<file path="src/rtl/mdio_mgmt_pkg.sv">
package mdio_mgmt_pkg;
  localparam int CMD_W      = 32;
  localparam int PRE_LEN    = 32;
  localparam int FRAME_LEN  = PRE_LEN + CMD_W;
  localparam int CNT_W      = $clog2(FRAME_LEN);
  localparam int RD_W       = 16;
  // bit period index where the turnaround of a read begins (command bit 17)
  localparam int TA_FIRST   = PRE_LEN + CMD_W - 18;
  localparam int DATA_FIRST = PRE_LEN + CMD_W - RD_W;
  localparam int OP_HI      = 29;
  localparam int OP_LO      = 28;
  localparam logic [1:0] OP_READ = 2'b10;
  localparam int EVT_BIT    = 23;

  typedef enum logic [1:0] {
    ST_IDLE = 2'd0,
    ST_PRE  = 2'd1,
    ST_CMD  = 2'd2
  } mgmtState_t;

  typedef struct packed {
    logic load;     // accept command word
    logic shift;    // advance outgoing bit (mdc falling)
    logic capture;  // take one read data bit (mdc rising)
    logic finish;   // frame complete
  } mgmtStrb_t;
endpackage

</file>
<file path="src/rtl/mdio_mgmt_ctrl.sv">
module mdio_mgmt_ctrl
  import mdio_mgmt_pkg::*;
#(
  parameter int SPEED_W = 7,
  parameter logic [SPEED_W-1:0] SPEED_RST = SPEED_W'(20)
) (
  input  logic                clk,
  input  logic                rstN,
  input  logic                cmdWrEn,
  input  logic                speedWrEn,
  input  logic [SPEED_W-1:0]  speedWrData,
  input  logic                opRead,
  output logic                mdc,
  output logic                mdioOe,
  output logic                busy,
  output logic [CNT_W-1:0]    bitCnt,
  output mgmtStrb_t           strb
);
  localparam logic [CNT_W-1:0] LAST_BIT = CNT_W'(FRAME_LEN - 1);
  localparam logic [CNT_W-1:0] PRE_LAST = CNT_W'(PRE_LEN - 1);
  localparam logic [CNT_W-1:0] TA_IDX   = CNT_W'(TA_FIRST);
  localparam logic [CNT_W-1:0] DAT_IDX  = CNT_W'(DATA_FIRST);

  mgmtState_t         state;
  logic [SPEED_W-1:0] speedReg;
  logic [SPEED_W-1:0] divCnt;
  logic [SPEED_W-1:0] halfLen;
  logic [SPEED_W-1:0] halfEff;
  logic               mdcQ;
  logic               halfEnd;
  logic               riseNow;
  logic               fallNow;

  always_comb begin
    halfLen = {speedReg[SPEED_W-1:1], 1'b0};
    halfEff = (halfLen == '0) ? SPEED_W'(2) : halfLen;
  end

  assign busy    = (state != ST_IDLE);
  assign halfEnd = (divCnt >= halfEff - SPEED_W'(1));
  assign riseNow = busy && halfEnd && !mdcQ;
  assign fallNow = busy && halfEnd && mdcQ;
  assign mdc     = mdcQ;
  assign mdioOe  = busy && !(opRead && (bitCnt >= TA_IDX));

  always_comb begin
    strb.load    = (state == ST_IDLE) && cmdWrEn;
    strb.shift   = fallNow;
    strb.capture = riseNow && opRead && (bitCnt >= DAT_IDX);
    strb.finish  = fallNow && (bitCnt == LAST_BIT);
  end

  always_ff @(posedge clk or negedge rstN) begin
    if (!rstN) begin
      state    <= ST_IDLE;
      bitCnt   <= '0;
      divCnt   <= '0;
      mdcQ     <= 1'b0;
      speedReg <= SPEED_RST;
    end else begin
      if (speedWrEn) speedReg <= speedWrData;
      if (state == ST_IDLE) begin
        if (cmdWrEn) begin
          state  <= ST_PRE;
          bitCnt <= '0;
          divCnt <= '0;
          mdcQ   <= 1'b0;
        end
      end else if (halfEnd) begin
        divCnt <= '0;
        mdcQ   <= ~mdcQ;
        if (mdcQ) begin
          if (bitCnt == LAST_BIT) begin
            state  <= ST_IDLE;
            bitCnt <= '0;
          end else begin
            bitCnt <= bitCnt + CNT_W'(1);
            if (bitCnt == PRE_LAST) state <= ST_CMD;
          end
        end
      end else begin
        divCnt <= divCnt + SPEED_W'(1);
      end
    end
  end
endmodule

</file>
<file path="src/rtl/mdio_mgmt_dpath.sv">
module mdio_mgmt_dpath
  import mdio_mgmt_pkg::*;
(
  input  logic             clk,
  input  logic             rstN,
  input  mgmtStrb_t        strb,
  input  logic [CMD_W-1:0] cmdWrData,
  input  logic             evtWrEn,
  input  logic [31:0]      evtWrData,
  input  logic             mdioIn,
  output logic             mdioOut,
  output logic             opRead,
  output logic [CMD_W-1:0] dataReg,
  output logic [31:0]      evtWord
);
  logic [FRAME_LEN-1:0] txSh;
  logic [RD_W-1:0]      rxSh;
  logic                 evtFlag;

  assign mdioOut = txSh[FRAME_LEN-1];
  assign opRead  = (dataReg[OP_HI:OP_LO] == OP_READ);
  assign evtWord = 32'(evtFlag) << EVT_BIT;

  always_ff @(posedge clk or negedge rstN) begin
    if (!rstN) begin
      txSh    <= '0;
      rxSh    <= '0;
      dataReg <= '0;
    end else if (strb.load) begin
      txSh    <= {{PRE_LEN{1'b1}}, cmdWrData};
      rxSh    <= '0;
      dataReg <= cmdWrData;
    end else begin
      if (strb.shift)   txSh <= {txSh[FRAME_LEN-2:0], 1'b0};
      if (strb.capture) rxSh <= {rxSh[RD_W-2:0], mdioIn};
      if (strb.finish && opRead) dataReg[RD_W-1:0] <= rxSh;
    end
  end

  always_ff @(posedge clk or negedge rstN) begin
    if (!rstN)                                evtFlag <= 1'b0;
    else if (strb.finish)                     evtFlag <= 1'b1;
    else if (evtWrEn && evtWrData[EVT_BIT])   evtFlag <= 1'b0;
  end
endmodule

</file>
<file path="src/rtl/mdio_mgmt_master.sv">
module mdio_mgmt_master
  import mdio_mgmt_pkg::*;
#(
  parameter int SPEED_W = 7,
  parameter logic [SPEED_W-1:0] SPEED_RST = SPEED_W'(20)
) (
  input  logic               clk,
  input  logic               rstN,
  input  logic               cmdWrEn,
  input  logic [31:0]        cmdWrData,
  output logic [31:0]        dataWord,
  input  logic               evtWrEn,
  input  logic [31:0]        evtWrData,
  output logic [31:0]        evtWord,
  input  logic               speedWrEn,
  input  logic [SPEED_W-1:0] speedWrData,
  output logic               mdc,
  output logic               mdioOut,
  output logic               mdioOe,
  input  logic               mdioIn
);
  mgmtStrb_t        strb;
  logic             opRead;
  logic             busy;
  logic [CNT_W-1:0] bitCnt;
  logic             finishS;

  assign finishS = strb.finish;

  mdio_mgmt_ctrl #(.SPEED_W(SPEED_W), .SPEED_RST(SPEED_RST)) u_ctl (
    .clk(clk), .rstN(rstN), .cmdWrEn(cmdWrEn),
    .speedWrEn(speedWrEn), .speedWrData(speedWrData), .opRead(opRead),
    .mdc(mdc), .mdioOe(mdioOe), .busy(busy), .bitCnt(bitCnt), .strb(strb)
  );

  mdio_mgmt_dpath u_dp (
    .clk(clk), .rstN(rstN), .strb(strb), .cmdWrData(cmdWrData),
    .evtWrEn(evtWrEn), .evtWrData(evtWrData), .mdioIn(mdioIn),
    .mdioOut(mdioOut), .opRead(opRead), .dataReg(dataWord), .evtWord(evtWord)
  );
endmodule

</file>
<file path="config.mk">
export PLATFORM = sky130hd
export DESIGN_NAME = mdio_mgmt_master
export DESIGN_NICKNAME = d
export VERILOG_FILES = /design/src/rtl/mdio_mgmt_pkg.sv /design/src/rtl/mdio_mgmt_ctrl.sv /design/src/rtl/mdio_mgmt_dpath.sv /design/src/rtl/mdio_mgmt_master.sv
export SDC_FILE = /design/constraint.sdc
export NUM_CORES = 1
export LEC_CHECK = 0
export ABC_AREA = 1
export BUFFER_PORTS_ARGS = -buffer_cell sky130_fd_sc_hd__buf_2
export CORE_UTILIZATION = 45
export DETAILED_ROUTE_END_ITERATION = 8
export GPL_ROUTABILITY_DRIVEN = 0
export PLACE_DENSITY = 0.71
export SYNTH_ARGS = -nofsm -noshare
export SYNTH_HDL_FRONTEND = slang
export SYNTH_SLANG_ARGS = --single-unit
export TNS_END_PERCENT = 5
</file>
<file path="constraint.sdc">
create_clock -name clk -period 2.7 [get_ports clk]
set_clock_uncertainty 0.2 [all_clocks]
set_input_delay 0.54 -clock clk [delete_from_list [all_inputs] [get_ports clk]]
set_output_delay 0.54 -clock clk [all_outputs]
set_load 0.02 [all_outputs]
</file>
# Word-level counts from Yosys, hierarchy flattened
# Cells that the tools add are included.
# W data, S select, Z words.
op_classes:
  n_addsub: 3
  n_mul: 0
  div_mod_pow: 0
  n_lt_le_gt_ge: 3
  eq_ne: 4
  shifts: 0
  muxes: 26
  n_bitwise: 1
  reduce_logical: 26
ops:
  columns: ["cell", "count"]
  rows:
  - ["$mux W64", 2]
  - ["$mux W16", 4]
  - ["$mux W6", 5]
  - ["$mux W7", 4]
  - ["$reduce_bool A2 Y1", 7]
  - ["$ge A6 B6 Y1 const B", 2]
  - ["$mux W2", 6]
  - ["$logic_and A1 B1 Y1", 11]
  - ["$add A7 B1 Y7 const B", 1]
  - ["$ge A7 B7 Y1", 1]
  - ["$sub A7 B1 Y7 const B", 1]
  - ["$add A6 B1 Y6 const B", 1]
  - ["$eq A6 B5 Y1 const B", 1]
  - ["$eq A6 B6 Y1 const B", 1]
  - ["$logic_not A6 Y1", 1]
  - ["$mux W1", 5]
  - ["$reduce_and A4 Y1", 1]
  - ["$reduce_and A3 Y1", 1]
  - ["$reduce_bool A3 Y1", 1]
  - ["$eq A2 B2 Y1 const B", 1]
  - ["$logic_not A1 Y1", 2]
  - ["$logic_not A2 Y1", 1]
  - ["$ne A2 B2 Y1 const B", 1]
  - ["$reduce_and A2 Y1", 1]
  - ["$not A1 Y1", 1]
word_totals:
  regBits: 136
  latchBits: 0
  mem_bits_rw: 0
  rom_bits: 0
  mem_count: 0

# Longest topological paths before layout
# Gate-level depths: netlist of the first run.
logic_depth:
  word_depth: 10
  ltp_mapped: 17

# By module
# From an unflattened synthesis of the first run, not the netlist that was laid out.
unflattened:
  cells_unflattened: 735
  area_unflattened_um2: 6292.3
by_module_without_submodules:
  columns: ["mod", "n_inst", "cells_each", "area_per_inst_um2"]
  rows:
  - ["mdio_mgmt_dpath", 1, 554, 4834.6]
  - ["mdio_mgmt_ctrl", 1, 181, 1457.6]

# Worst setup path before layout of the first run
# OpenSTA, ideal clock, no wires.
synth_timing:
  path_kind: "reg-to-reg"
  from: "register u_ctl.speedReg[2]"
  to: "register u_dp.rxSh[0]"
  t_arrival_ns: 2.331
  path_slack_ns: 0.052
  path_stages_with_launch: 18
  cell_sequence: "dfstp_2 -> nor2_1 -> nand3_1 -> o21ai_0 -> nor2_1 -> xor2_1 -> inv_1 -> ha_1 -> nand2_1 -> nor2_1 -> nand3_1 -> nand2_2 -> nand2_1 -> nor2_4 -> nand2_4 -> buf_6 -> nand2_1 -> nand2_1"
synth_between:
  elab_chain_cells: 9
synth_lines:
  columns: ["item", "line", "rtl"]
  rows:
  - ["start, declared", "mdio_mgmt_ctrl.sv:25", "logic [SPEED_W-1:0] speedReg;"]
  - ["start signal, assigned", "mdio_mgmt_ctrl.sv:61", "if (speedWrEn) speedReg <= speedWrData;"]
  - ["$logic_not A6 Y1", "mdio_mgmt_ctrl.sv:36", "halfEff = (halfLen == '0) ? SPEED_W'(2) : halfLen;"]
  - ["$mux W7 (*)", "mdio_mgmt_ctrl.sv:36", null]
  - ["$sub A7 B1 Y7 (*)", "mdio_mgmt_ctrl.sv:40", "assign halfEnd = (divCnt >= halfEff - SPEED_W'(1));"]
  - ["$ge A7 B7 Y1 (*)", "mdio_mgmt_ctrl.sv:40", null]
  - ["$logic_and A1 B1 Y1 (*) (2 in a row)", "mdio_mgmt_ctrl.sv:41", "assign riseNow = busy && halfEnd && !mdcQ;"]
  - ["$logic_and A1 B1 Y1 (*) (2 in a row)", "mdio_mgmt_ctrl.sv:49", "strb.capture = riseNow && opRead && (bitCnt >= DAT_IDX);"]
  - ["$reduce_bool A2 Y1 (no line) (*)", null, null]
  - ["end signal, assigned", "mdio_mgmt_dpath.sv:35", "if (strb.capture) rxSh <= {rxSh[RD_W-2:0], mdioIn};"]
  - ["end, declared", "mdio_mgmt_dpath.sv:17", "logic [RD_W-1:0] rxSh;"]
# Every way passes the cells marked *; elsewhere a longest branch is shown, timed or not.
# A chain may end at the register's enable or synchronous reset.

# Final worst setup path of the first run
layout_timing:
  from: "register u_ctl.speedReg[2]"
  to: "register u_dp.txSh[4]"
layout_between:
  elab_chain_cells: 7
layout_lines:
  columns: ["item", "line", "rtl"]
  rows:
  - ["$logic_not A6 Y1", "mdio_mgmt_ctrl.sv:36", null]
  - ["$mux W7 (*)", "mdio_mgmt_ctrl.sv:36", null]
  - ["$sub A7 B1 Y7 (*)", "mdio_mgmt_ctrl.sv:40", null]
  - ["$ge A7 B7 Y1 (*)", "mdio_mgmt_ctrl.sv:40", null]
  - ["$logic_and A1 B1 Y1 (*) (2 in a row)", "mdio_mgmt_ctrl.sv:42", "assign fallNow = busy && halfEnd && mdcQ;"]
  - ["$reduce_bool A2 Y1 (no line) (*)", null, null]
  - ["end signal, assigned", "mdio_mgmt_dpath.sv:30", "txSh <= {{PRE_LEN{1'b1}}, cmdWrData};"]
  - ["end signal, assigned", "mdio_mgmt_dpath.sv:34", "if (strb.shift) txSh <= {txSh[FRAME_LEN-2:0], 1'b0};"]
  - ["end, declared", "mdio_mgmt_dpath.sv:16", "logic [FRAME_LEN-1:0] txSh;"]
# Marks and branches as above.

==> qor.csv, run 1 <==
stage,metric,value,unit
run_status,outcome,completed,
critical_path,end_kind,flop,
detailed_routing,wl,13700,um
power,p_per_area,992,nW/um2
grt,grt_pass1_wl,23100,um
place,io_buffers,80,
logic_synthesis,synthTopCellsByArea,"dfrtp_1 (51%), nand2_1 (13%), o21ai_0 (5.0%)",
power,power,7.91,mW
critical_path,reg2regPathDepth,16,
critical_path,crit_path_frequent_cell,nor2_2,
critical_path,cp_max_fo,22,
logic_synthesis,synth.avg_cell_area,8.28,um2
logic_synthesis,synth_most_common_cell,nand2_1,
power,p_leak,4.05,nW
critical_path,worst_path_max_delay_cell,dfstp_2,
critical_path,startpoint_type,flop,
sta,worst_pin_slew,0.597,ns
clocking,cts.htree.levels,4,
detailed_routing,vias,5188,
grt,antenna_found_initial,1,
sta,fin_crit,2.66,ns
critical_path,r2r_end,u_dp.txSh[4]$_DFFE_PN0P_,
floorplanning,fp.dieH,122,um
place,dp_hpwl,8770,um
detailed_routing,drt.antenna.violating_nets,0,
critical_path,required,2.82,ns
sta,max_freq,0.376,GHz
sta,rsz0062_at_grt,true,
cells_and_area,syn_to_final_growth,22.9,%
critical_path,cp.arrival,2.78,ns
clocking,clock-sinks,135,
critical_path,r2r_slack,0.04,ns
floorplanning,die-area,14900,um2
sta,finalHoldViolCount,0,
grt,track_usage,0.197,
floorplanning,initial_core_util,0.464,
logic_synthesis,mappedNetlistArea,6480,um2
min_path,min_from,speedWrData[1],
floorplanning,io-pin-count,144,
detailed_routing,firstDrtPassIters,5,
cells_and_area,fillCellCount,1249,
sta,drv_slew,0,
clocking,clk_pin_slew,0.06,ns
sta,timing.final.crit_share,0.984,
critical_path,startpoint,u_ctl.speedReg[2]$_DFFE_PN1P_,
logic_synthesis,yosys_warnings,0,
floorplanning,rows,43,
critical_path,crit_end,u_dp.txSh[4]$_DFFE_PN0P_,
grt,grt_max_degree,65,
floorplanning,core-area,14000,um2
sta,setup_violations,0,
power,ir_worst_vdd,0.632,mV
critical_path,crit_chain,"nor2_2, nand3_2, o21ai_2, nor2_2, xor2_1, inv_1, ha_1, nand2_1, nor2_2, nand3_2, nand2_4, nand3_4, nand2_8, buf_12, nand2_1, o21ai_0",
critical_path,r2r-start,u_ctl.speedReg[2]$_DFFE_PN1P_,
cells_and_area,final_util,0.569,
detailed_routing,avgViaCountPerCell,4.83,
min_path,hp-class,input port to flop,
clocking,cts_max_path_buffers,2,
logic_synthesis,ys_ff_latch,135,
logic_synthesis,synth_largest_area_cell,dfrtp_1,
sta,finalSetupTns,0,ns
sta,max_slew_margin,0.602,
logic_synthesis,synth-edff-count,0,
logic_synthesis,synth_cell_type_count,36,
place,dpl_cell_area,7060,um2
critical_path,critPathKind,flop to flop,
cells_and_area,final_nets,965,
detailed_routing,post_drt_wl_per_cell,12.7,um
clocking,cts_tree,done,
logic_synthesis,synthArstFlopShare,1.00,
detailed_routing,route.detailed.drc,0,
job,cap_violations,0,
critical_path,slowest_delay,0.53,ns
logic_synthesis,yosys_most_used_dff,dfrtp_1,
floorplanning,die_w,122,um
cells_and_area,design_area,7970,um2
clocking,cts_buffers,17,
clocking,clk_latency,0.41,ns
grt,grt-ovfl-total,0,
grt,grt_pass1_vias,4867,
cells_and_area,drive_above_1_share,0.224,
detailed_routing,drt-initial-drc-count,413,
logic_synthesis,synth-seq-area-share,0.521,
logic_synthesis,synth_top_cell_area_share,0.513,
logic_synthesis,synthCells,783,
clocking,cts_root_buf,clkbuf_16,
logic_synthesis,synth_commonest_cells,"nand2_1 (227), dfrtp_1 (133), nor2_1 (76), inv_1 (70), o21ai_0 (65)",
-- worst min path at each step --
| stage | cells after the start | endpoint |
|---|---|---|
| after global placement | 2 | u_dp.dataReg[30]$_DFFE_PN0P_ |
| final | 3 | u_ctl.speedReg[1]$_DFFE_PN0P_ |
| after CTS | 3 | u_ctl.speedReg[1]$_DFFE_PN0P_ |
| after global routing | 3 | u_dp.dataReg[27]$_DFFE_PN0P_ |
| after detailed placement | 2 | u_dp.dataReg[19]$_DFFE_PN0P_ |
| after floorplan | 0 | u_ctl.bitCnt[0]$_DFFE_PN0P_ |
-- power by group --
group	internal, mW	switching [mW]
Combinational	0.951	1.61
Sequential	2.62	0.327
Clock	1.49	0.905
-- sequential cells by signal, indices dropped and copies added, names as in the netlist --
| name | count |
|---|---|
| u_ctl.state | 2 |
| u_dp.rxSh | 16 |
| u_ctl.divCnt | 7 |
| u_dp.txSh | 64 |
| u_dp.dataReg | 32 |
| u_ctl.mdc | 1 |
| u_dp.evtFlag | 1 |
| u_ctl.speedReg | 6 |
| u_ctl.bitCnt | 6 |
-- placed cells by master (no fill, tap or decap), types with 2 or more instances in the layout --
cell type,netlist,routed
mux2_2,2,2
xnor2_1,2,2
buf_6,10,3
nor2_4,3,3
nor2_2,1,8
nand2_1,227,214
conb_1,1,31
a21oi_1,4,2
nor3_2,1,5
o21ai_0,65,60
nand3_1,46,42
nand3_2,0,4
clkbuf_16,0,19
ha_1,8,8
inv_2,1,2
nand2_8,0,3
o21ai_2,0,5
o22ai_1,4,4
clkinv_2,0,4
nor2_1,76,69
clkinvlp_4,0,2
nand2_4,3,3
o21ai_1,15,15
dfrtp_1,133,133
nand2_2,1,12
bufinv_16,0,3
inv_1,70,69
dfstp_2,2,2
xor2_1,6,6
clkinv_4,0,2
buf_4,33,19
buf_12,0,9
nor3_1,35,31
buf_2,15,79
inv_8,0,2
-- cells by family (layout without fill, tap and decap cells) --
group	after synthesis	after routing	share of synthesized area
compound gates	89	89	0.0699
other cells	1	32	0.000578
simple gates	401	402	0.264
xor+xnor	8	8	0.0108
buf+inv	139	218	0.114
mux	2	2	0.00347
fa+ha+maj	8	8	0.0154
flops	135	135	0.521
-- worst max-delay path, delay by kind of cell (launching register included) --
kind | cells | cell delay [ns]
flops | 1 | 0.53
compound gates | 2 | 0.16
fa+ha+maj | 1 | 0.26
xor+xnor | 1 | 0.15
simple gates | 10 | 1.04
buf+inv | 2 | 0.23
-- area by class of cell --
type / count / area, um2 / share of cell area
Clock buffer: 18 / 439 / 0.0551
Tap cell: 180 / 225 / 0.0283
Timing Repair Buffer: 114 / 827 / 0.104
Multi-Input combinational cell: 540 / 2650 / 0.332
Sequential cell: 135 / 3380 / 0.424
Inverter: 72 / 273 / 0.0342
Clock inverter: 14 / 174 / 0.0218
Antenna cell: 1 / 2.50 / 0.000314
-- metrics by stage --
step / hold WS (ns) / worst slack [ns] / instances
finish: 0.144 / 0.0425 / 1074
floorplan: 0.0444 / 0.0520 / 813
detailed placement: 0.253 / -0.119 / 1033
global placement: 0.251 / -0.0614 / 1033
CTS: 0.131 / 0.00564 / 1069
global route: 0.147 / -0.0916 / 1073
-- per-layer routing --
layer  GRT usage  wire length (um)  vias to the layer above
met2       0.309              6510                      108
li1            -                 -                     2615
met5           0                 0                        -
met1       0.272              6540                     2454
met4      0.0579               119                        0
met3      0.0454               511                       11
-- repair_timing --
item	CTS	global route
setup endpoints to repair	86	95
endpoints found under the hold margin	60	0
gates cloned	2	2
hold buffers	1	0
gates resized for setup	14	38
pin swaps	8	25
setup buffers	1	2
(Power assumes the default switching activity.)
==> run 2: changes to the inputs <==
--- a/config.mk
+++ b/config.mk
@@ -11,6 +11,7 @@
 export DETAILED_ROUTE_END_ITERATION = 8
 export GPL_ROUTABILITY_DRIVEN = 0
 export PLACE_DENSITY = 0.71
+export RECOVER_POWER = 50
 export SYNTH_ARGS = -nofsm -noshare
 export SYNTH_HDL_FRONTEND = slang
 export SYNTH_SLANG_ARGS = --single-unit
==> run 2 against run 1 <==
Against the previous run:
- the flow now finishes with violations (capacitance limit, slew limit)
- worst setup slack got worse by 0.0026 ns
- critical endpoint unchanged
- via count increased by 0.19%
- hold slack got worse by 0.00083 ns
- clock power about the same
- largest power group unchanged
- highest routed layer unchanged
- first-iteration DRC count decreased by 0.48%
- final cell count unchanged
- power about the same
- critical path depth unchanged
- flip-flop and latch count unchanged
- die area unchanged
==> qor.csv, run 2 (synthesized netlist as in run 1, its figures left out) <==
stage,metric,value,unit
grt,antenna_found_initial,1,
cells_and_area,largest_reg_flops,64,
critical_path,critPathKind,flop to flop,
detailed_routing,route.detailed.drc,0,
power,p_leak,4.04,nW
critical_path,required,2.82,ns
place,dp_hpwl,8770,um
power,p_switching,2.85,mW
grt,grt_pass1_wl,23100,um
place,io_buffers,80,
clocking,cts_tree,done,
run_status,violations,"capacitance limit, slew limit",
critical_path,cp_max_fo,22,
cells_and_area,syn_to_final_growth,22.6,%
sta,timing.final.crit_share,0.985,
cells_and_area,drive_above_1_share,0.221,
critical_path,crit_path_frequent_cell,nor2_2,
critical_path,startpoint_type,flop,
clocking,cts_root_buf,clkbuf_16,
sta,drv_slew,64,
floorplanning,fp.dieH,122,um
clocking,cts.htree.levels,4,
min_path,hp-class,input port to flop,
cells_and_area,final_cell_mix,"nand2_1 (214), dfrtp_1 (133), buf_2 (78)",
cells_and_area,fillCellCount,1252,
sta,rsz0062_at_grt,true,
detailed_routing,wl,13700,um
floorplanning,die_w,122,um
grt,grt.busiest_layer,met2,
power,pwr-share-comb,0.324,
sta,worst_pin_slew,1.62,ns
power,seqPwrFrac,0.373,
grt,grt_pass1_vias,4867,
cells_and_area,layout_commonest_cell,nand2_1,
sta,finalSetupTns,0,ns
power,p_per_area,994,nW/um2
critical_path,slowest_delay,0.53,ns
critical_path,cp.arrival,2.78,ns
run_status,outcome,"finished, violations left",
detailed_routing,drt-initial-drc-count,411,
detailed_routing,vias,5198,
sta,setup_violations,0,
grt,grtUsageMet3,0.0454,
power,ir_worst_vdd,0.631,mV
clocking,cts_buffers,17,
min_path,min_from,speedWrData[1],
cells_and_area,largest-register,u_dp.txSh,
critical_path,crit_family,simple AND/OR/NAND/NOR gates,
cells_and_area,final_nets,965,
cells_and_area,seq_area,3380,um2
critical_path,crit_chain,"nor2_2, nand3_2, o21ai_2, nor2_2, xor2_1, inv_1, ha_1, nand2_1, nor2_2, nand3_2, nand2_4, nand3_4, nand2_8, buf_12, nand2_1, o21ai_0",
grt,grt-ovfl-total,0,
power,internal_power,5.06,mW
power,pwr-share-clk,0.303,
sta,max_slew_margin,-0.0802,
detailed_routing,post_drt_wl_per_cell,12.8,um
power,power,7.90,mW
critical_path,cp_num_buf_inv,2,
grt,grtUsageMet1,0.272,
cells_and_area,reg.largest.list,"u_dp.txSh x64, u_dp.dataReg x32, u_dp.rxSh x16",
job,cap_violations,1,
sta,fin_crit,2.66,ns
grt,use_met2,0.309,
floorplanning,die-area,14900,um2
power,p_sw_frac,0.360,
sta,finalHoldViolCount,0,
floorplanning,io-pin-count,144,
clocking,cts_max_path_buffers,2,
critical_path,r2r-start,u_ctl.speedReg[2]$_DFFE_PN1P_,
clocking,clk_latency,0.41,ns
floorplanning,initial_core_util,0.464,
clocking,clock-sinks,135,
detailed_routing,avgViaCountPerCell,4.84,
critical_path,startpoint,u_ctl.speedReg[2]$_DFFE_PN1P_,
floorplanning,core-area,14000,um2
critical_path,worst_path_max_delay_cell,dfstp_2,
clocking,clk_pin_slew,0.06,ns
floorplanning,rows,43,
cells_and_area,multi_input_area,2650,um2
sta,fin_ws,0.0399,ns
detailed_routing,firstDrtPassIters,5,
sta,max_freq,0.376,GHz
grt,track_usage,0.197,
place,dp_slack,-0.119,ns
detailed_routing,drt.antenna.violating_nets,0,
critical_path,end_kind,flop,
grt,grt_max_degree,65,
-- run 2: cell types whose count changed in the layout (fill, tap and decap cells not counted) --
cell,before,now
clkbuf_2,0,1
buf_4,19,17
buf_2,79,78
buf_6,3,2
clkbuf_1,0,3
-- run 2: power by group through the flow --
stage	Sequential, mW	Combinational (mW)	Clock, mW
after floorplan	3.18	1.45	0
after CTS	2.94	2.44	2.44
final	2.95	2.56	2.39
after global placement	2.95	2.30	0
after detailed placement	2.96	2.36	0
after global routing	3.03	2.89	2.52
-- run 2: through the flow --
stage | cell area (um2) | util | hold WS, ns | cells
after CTS | 7770 | 0.556 | 0.131 | 1069
after floorplan | 6600 | - | 0.0444 | 813
final | 7950 | 0.568 | 0.144 | 1074
after detailed placement | 7060 | 0.505 | 0.253 | 1033
after global routing | 7950 | 0.568 | 0.147 | 1073
after global placement | 7060 | 0.505 | 0.251 | 1033
-- run 2: area by class of cell --
cell class / count / area share
inverters: 72 / 0.0343
repair buffers: 114 / 0.102
clock inverters: 14 / 0.0219
clock buffers: 18 / 0.0552
diodes: 1 / 0.000315
well taps: 180 / 0.0283
flip-flops and latches: 135 / 0.425
multi-input cells: 540 / 0.333
-- run 2: routing by layer --
| layer | share of wire | vias up |
|---|---|---|
| met1 | 0.48 | 2454 |
| met5 | 0 | - |
| met2 | 0.48 | 117 |
| li1 | - | 2615 |
| met4 | 0.0082 | 0 |
| met3 | 0.039 | 12 |
-- run 2: final timing paths --
kind | to | slack [ns] | cells past startpoint
min reg2reg | u_dp.dataReg[20]$_DFFE_PN0P_ | 0.27 | 2
max in group asynchronous | u_ctl.speedReg[4]$_DFFE_PN1P_ | 0.31 | 3
max | u_dp.txSh[4]$_DFFE_PN0P_ | 0.04 | 16
min in group asynchronous | u_dp.dataReg[12]$_DFFE_PN0P_ | 0.88 | 2
max reg2reg | u_dp.txSh[4]$_DFFE_PN0P_ | 0.04 | 16
min | u_ctl.speedReg[1]$_DFFE_PN0P_ | 0.14 | 3
-- run 2: worst register-to-register path, delay by kind of cell, from the launching register on --
kind / cells / cell delay [ns]
compound gates: 2 / 0.16
flops: 1 / 0.53
simple gates: 10 / 1.04
xor+xnor: 1 / 0.15
buf+inv: 2 / 0.23
fa+ha+maj: 1 / 0.26
-- run 2: repair_timing --
item / in CTS / in global routing
resized for setup: 14 / 38
pin swaps: 8 / 25
endpoints found under the hold margin: 60 / 0
setup endpoints to repair: 86 / 95
buffers inserted: 1 / 2
hold buffers: 1 / 0
cloned: 2 / 2
==> run 3: changes to the inputs <==
--- a/config.mk
+++ b/config.mk
@@ -6,11 +6,10 @@
 export NUM_CORES = 1
 export LEC_CHECK = 0
 export ABC_AREA = 1
-export BUFFER_PORTS_ARGS = -buffer_cell sky130_fd_sc_hd__buf_2
 export CORE_UTILIZATION = 45
 export DETAILED_ROUTE_END_ITERATION = 8
+export DONT_BUFFER_PORTS = 1
 export GPL_ROUTABILITY_DRIVEN = 0
-export PLACE_DENSITY = 0.71
 export RECOVER_POWER = 50
 export SYNTH_ARGS = -nofsm -noshare
 export SYNTH_HDL_FRONTEND = slang
==> run 3 against run 2 <==
Against the previous run:
- the run ends with hold timing, setup timing left
- via count shrank 5.4%
- hold slack worse by 0.51 ns
- first-iteration DRC count shrank 34%
- sequential share of layout area up 3.4 points
- highest routed layer unchanged
- global-route usage is 0.30 points lower
- die area unchanged
- power down 8.1%
- critical path depth unchanged
- combinational power is 25% lower
- register-to-register slack worse by 0.07 ns
==> qor.csv, run 3 (synthesized netlist as in run 1, its figures left out) <==
stage,metric,value,unit
cells_and_area,final_nets,882,
power,ir_worst_vdd,0.478,mV
power,p_per_area,986,nW/um2
power,power,7.26,mW
place,place_inst,948,
sta,worst_pin_slew,0.747,ns
critical_path,crit_family,simple AND/OR/NAND/NOR gates,
clocking,hold_buffers,1,
critical_path,slowest_delay,0.51,ns
cells_and_area,fillCellCount,1324,
cells_and_area,drive_above_1_share,0.116,
sta,timing.final.crit_share,1.01,
floorplanning,die_w,122,um
detailed_routing,post_drt_wl_per_cell,13.4,um
critical_path,startpoint_type,flop,
detailed_routing,firstDrtPassIters,4,
detailed_routing,drt.antenna.violating_nets,0,
grt,grt_pass1_wl,22400,um
clocking,cts_tree,done,
cells_and_area,seq_area,3380,um2
sta,max_freq,0.367,GHz
detailed_routing,route.detailed.drc,0,
clocking,cts_root_buf,clkbuf_16,
detailed_routing,vias,4915,
clocking,clk_pin_slew,0.05,ns
critical_path,reg2regPathDepth,16,
cells_and_area,final_util,0.526,
sta,fin_crit,2.73,ns
sta,holdWs,-0.371,ns
critical_path,crit_chain,"inv_1, nand3_2, buf_4, a21oi_2, or2_2, inv_1, ha_1, nand2_1, nand2_1, a21oi_2, nand2_2, nand3_4, nand2_4, buf_12, nand2_1, o21ai_0",
sta,max_slew_margin,0.501,
critical_path,critPathKind,flop to flop,
clocking,cts_buffers,17,
critical_path,cp_num_buf_inv,4,
critical_path,end_kind,flop,
cells_and_area,design_area,7360,um2
cells_and_area,multi_input_area,2590,um2
cells_and_area,reg.largest.list,"u_dp.txSh x64, u_dp.dataReg x32, u_dp.rxSh x16",
power,p_leak,3.62,nW
place,dpl_cell_area,6610,um2
clocking,clk_latency,0.41,ns
critical_path,cp.arrival,2.82,ns
clocking,cts.htree.levels,4,
grt,track_usage,0.194,
run_status,violations,"hold timing, setup timing",
cells_and_area,instances_no_fill,987,
cells_and_area,layout_commonest_cell,nand2_1,
cells_and_area,largest-register,u_dp.txSh,
floorplanning,rows,43,
cells_and_area,syn_to_final_growth,13.6,%
critical_path,r2r_end,u_dp.txSh[14]$_DFFE_PN0P_,
critical_path,r2r_slack,-0.03,ns
job,cap_violations,0,
grt,grt_max_degree,136,
sta,drv_slew,0,
cells_and_area,final_cell_mix,"nand2_1 (218), dfrtp_1 (133), nor2_1 (73)",
sta,setup_violations,33,
sta,rsz0062_at_grt,true,
critical_path,required,2.79,ns
grt,antenna_found_initial,0,
floorplanning,die-area,14900,um2
critical_path,worst_path_max_delay_cell,dfstp_2,
cells_and_area,largest_reg_flops,64,
floorplanning,io-pin-count,144,
clocking,clock-sinks,135,
detailed_routing,wl,13200,um
place,io_buffers,0,
grt,grt-ovfl-total,0,
sta,fin_ws,-0.0281,ns
floorplanning,core-area,14000,um2
floorplanning,fp.dieH,122,um
place,dp_hpwl,8200,um
cells_and_area,diodes,0,
detailed_routing,drt-initial-drc-count,272,
detailed_routing,avgViaCountPerCell,4.98,
grt,grt_pass1_vias,4770,
min_path,hp-class,input port to asynchronous set/reset pin,
clocking,cts_max_path_buffers,2,
critical_path,r2r-start,u_ctl.speedReg[4]$_DFFE_PN1P_,
run_status,outcome,"finished, violations left",
floorplanning,initial_core_util,0.464,
critical_path,startpoint,u_ctl.speedReg[4]$_DFFE_PN1P_,
critical_path,crit_path_frequent_cell,nand2_1,
critical_path,cp_max_fo,41,
sta,finalHoldViolCount,135,
==> run 3: area by class of cell <==
type,count,share of cell area
clock buffers,25,0.0673
clock inverters,4,0.00612
inverters,72,0.0370
multi-input cells,540,0.351
flip-flops and latches,135,0.459
well taps,180,0.0306
repair buffers,31,0.0488
==> run 3: routing by layer <==
layer / vias up / track usage / part of all wire
li1: 2432 / - / -
met1: 2365 / 0.245 / 0.45
met2: 104 / 0.313 / 0.49
met3: 14 / 0.0506 / 0.048
met4: 0 / 0.0856 / 0.014
met5: - / 0 / 0
==> run 3: worst register-to-register path: stages (launching register included) <==
cell	delay [ns]
dfstp_2	0.51
inv_1	0.05
nand3_2	0.08
buf_4	0.12
a21oi_2	0.04
or2_2	0.28
inv_1	0.06
ha_1	0.22
nand2_1	0.06
nand2_1	0.06
a21oi_2	0.19
nand2_2	0.14
nand3_4	0.12
nand2_4	0.09
buf_12	0.21
nand2_1	0.09
o21ai_0	0.08
==> run 3: report_power, final <==
group	total, mW	internal, mW	switching [mW]
Sequential	3.22	2.62	0.599
Clock	2.13	1.34	0.787
Combinational	1.91	0.725	1.19
==> run 3: timing repair <==
| item | in CTS | in global routing |
|---|---|---|
| setup buffers | 4 | 3 |
| pin swaps | 12 | 24 |
| gates resized for setup | 11 | 17 |
| cloned | 2 | 0 |
| setup endpoints to repair | 102 | 103 |
| endpoints found under the hold margin | 136 | 135 |
==> run 3: worst max path at each step <==
stage | endpoint | slack (ns) | cells past startpoint
after global placement | u_dp.dataReg[5]$_DFFE_PN0P_ | -0.05 | 16
after detailed placement | u_dp.dataReg[5]$_DFFE_PN0P_ | -0.10 | 16
final | u_dp.txSh[14]$_DFFE_PN0P_ | -0.03 | 16
after CTS | u_dp.rxSh[12]$_DFFE_PN0P_ | -0.03 | 16
after global routing | u_dp.rxSh[9]$_DFFE_PN0P_ | -0.23 | 17
after floorplan | u_dp.rxSh[0]$_DFFE_PN0P_ | 0.05 | 17
==> run 3: metrics by stage <==
stage | TNS, ns | setup WS (ns)
finish | -0.321 | -0.0281
global route | -19.03 | -0.234
CTS | -0.286 | -0.0304
detailed placement | -6.57 | -0.104
global placement | -1.82 | -0.0511
floorplan | 0 | 0.0520
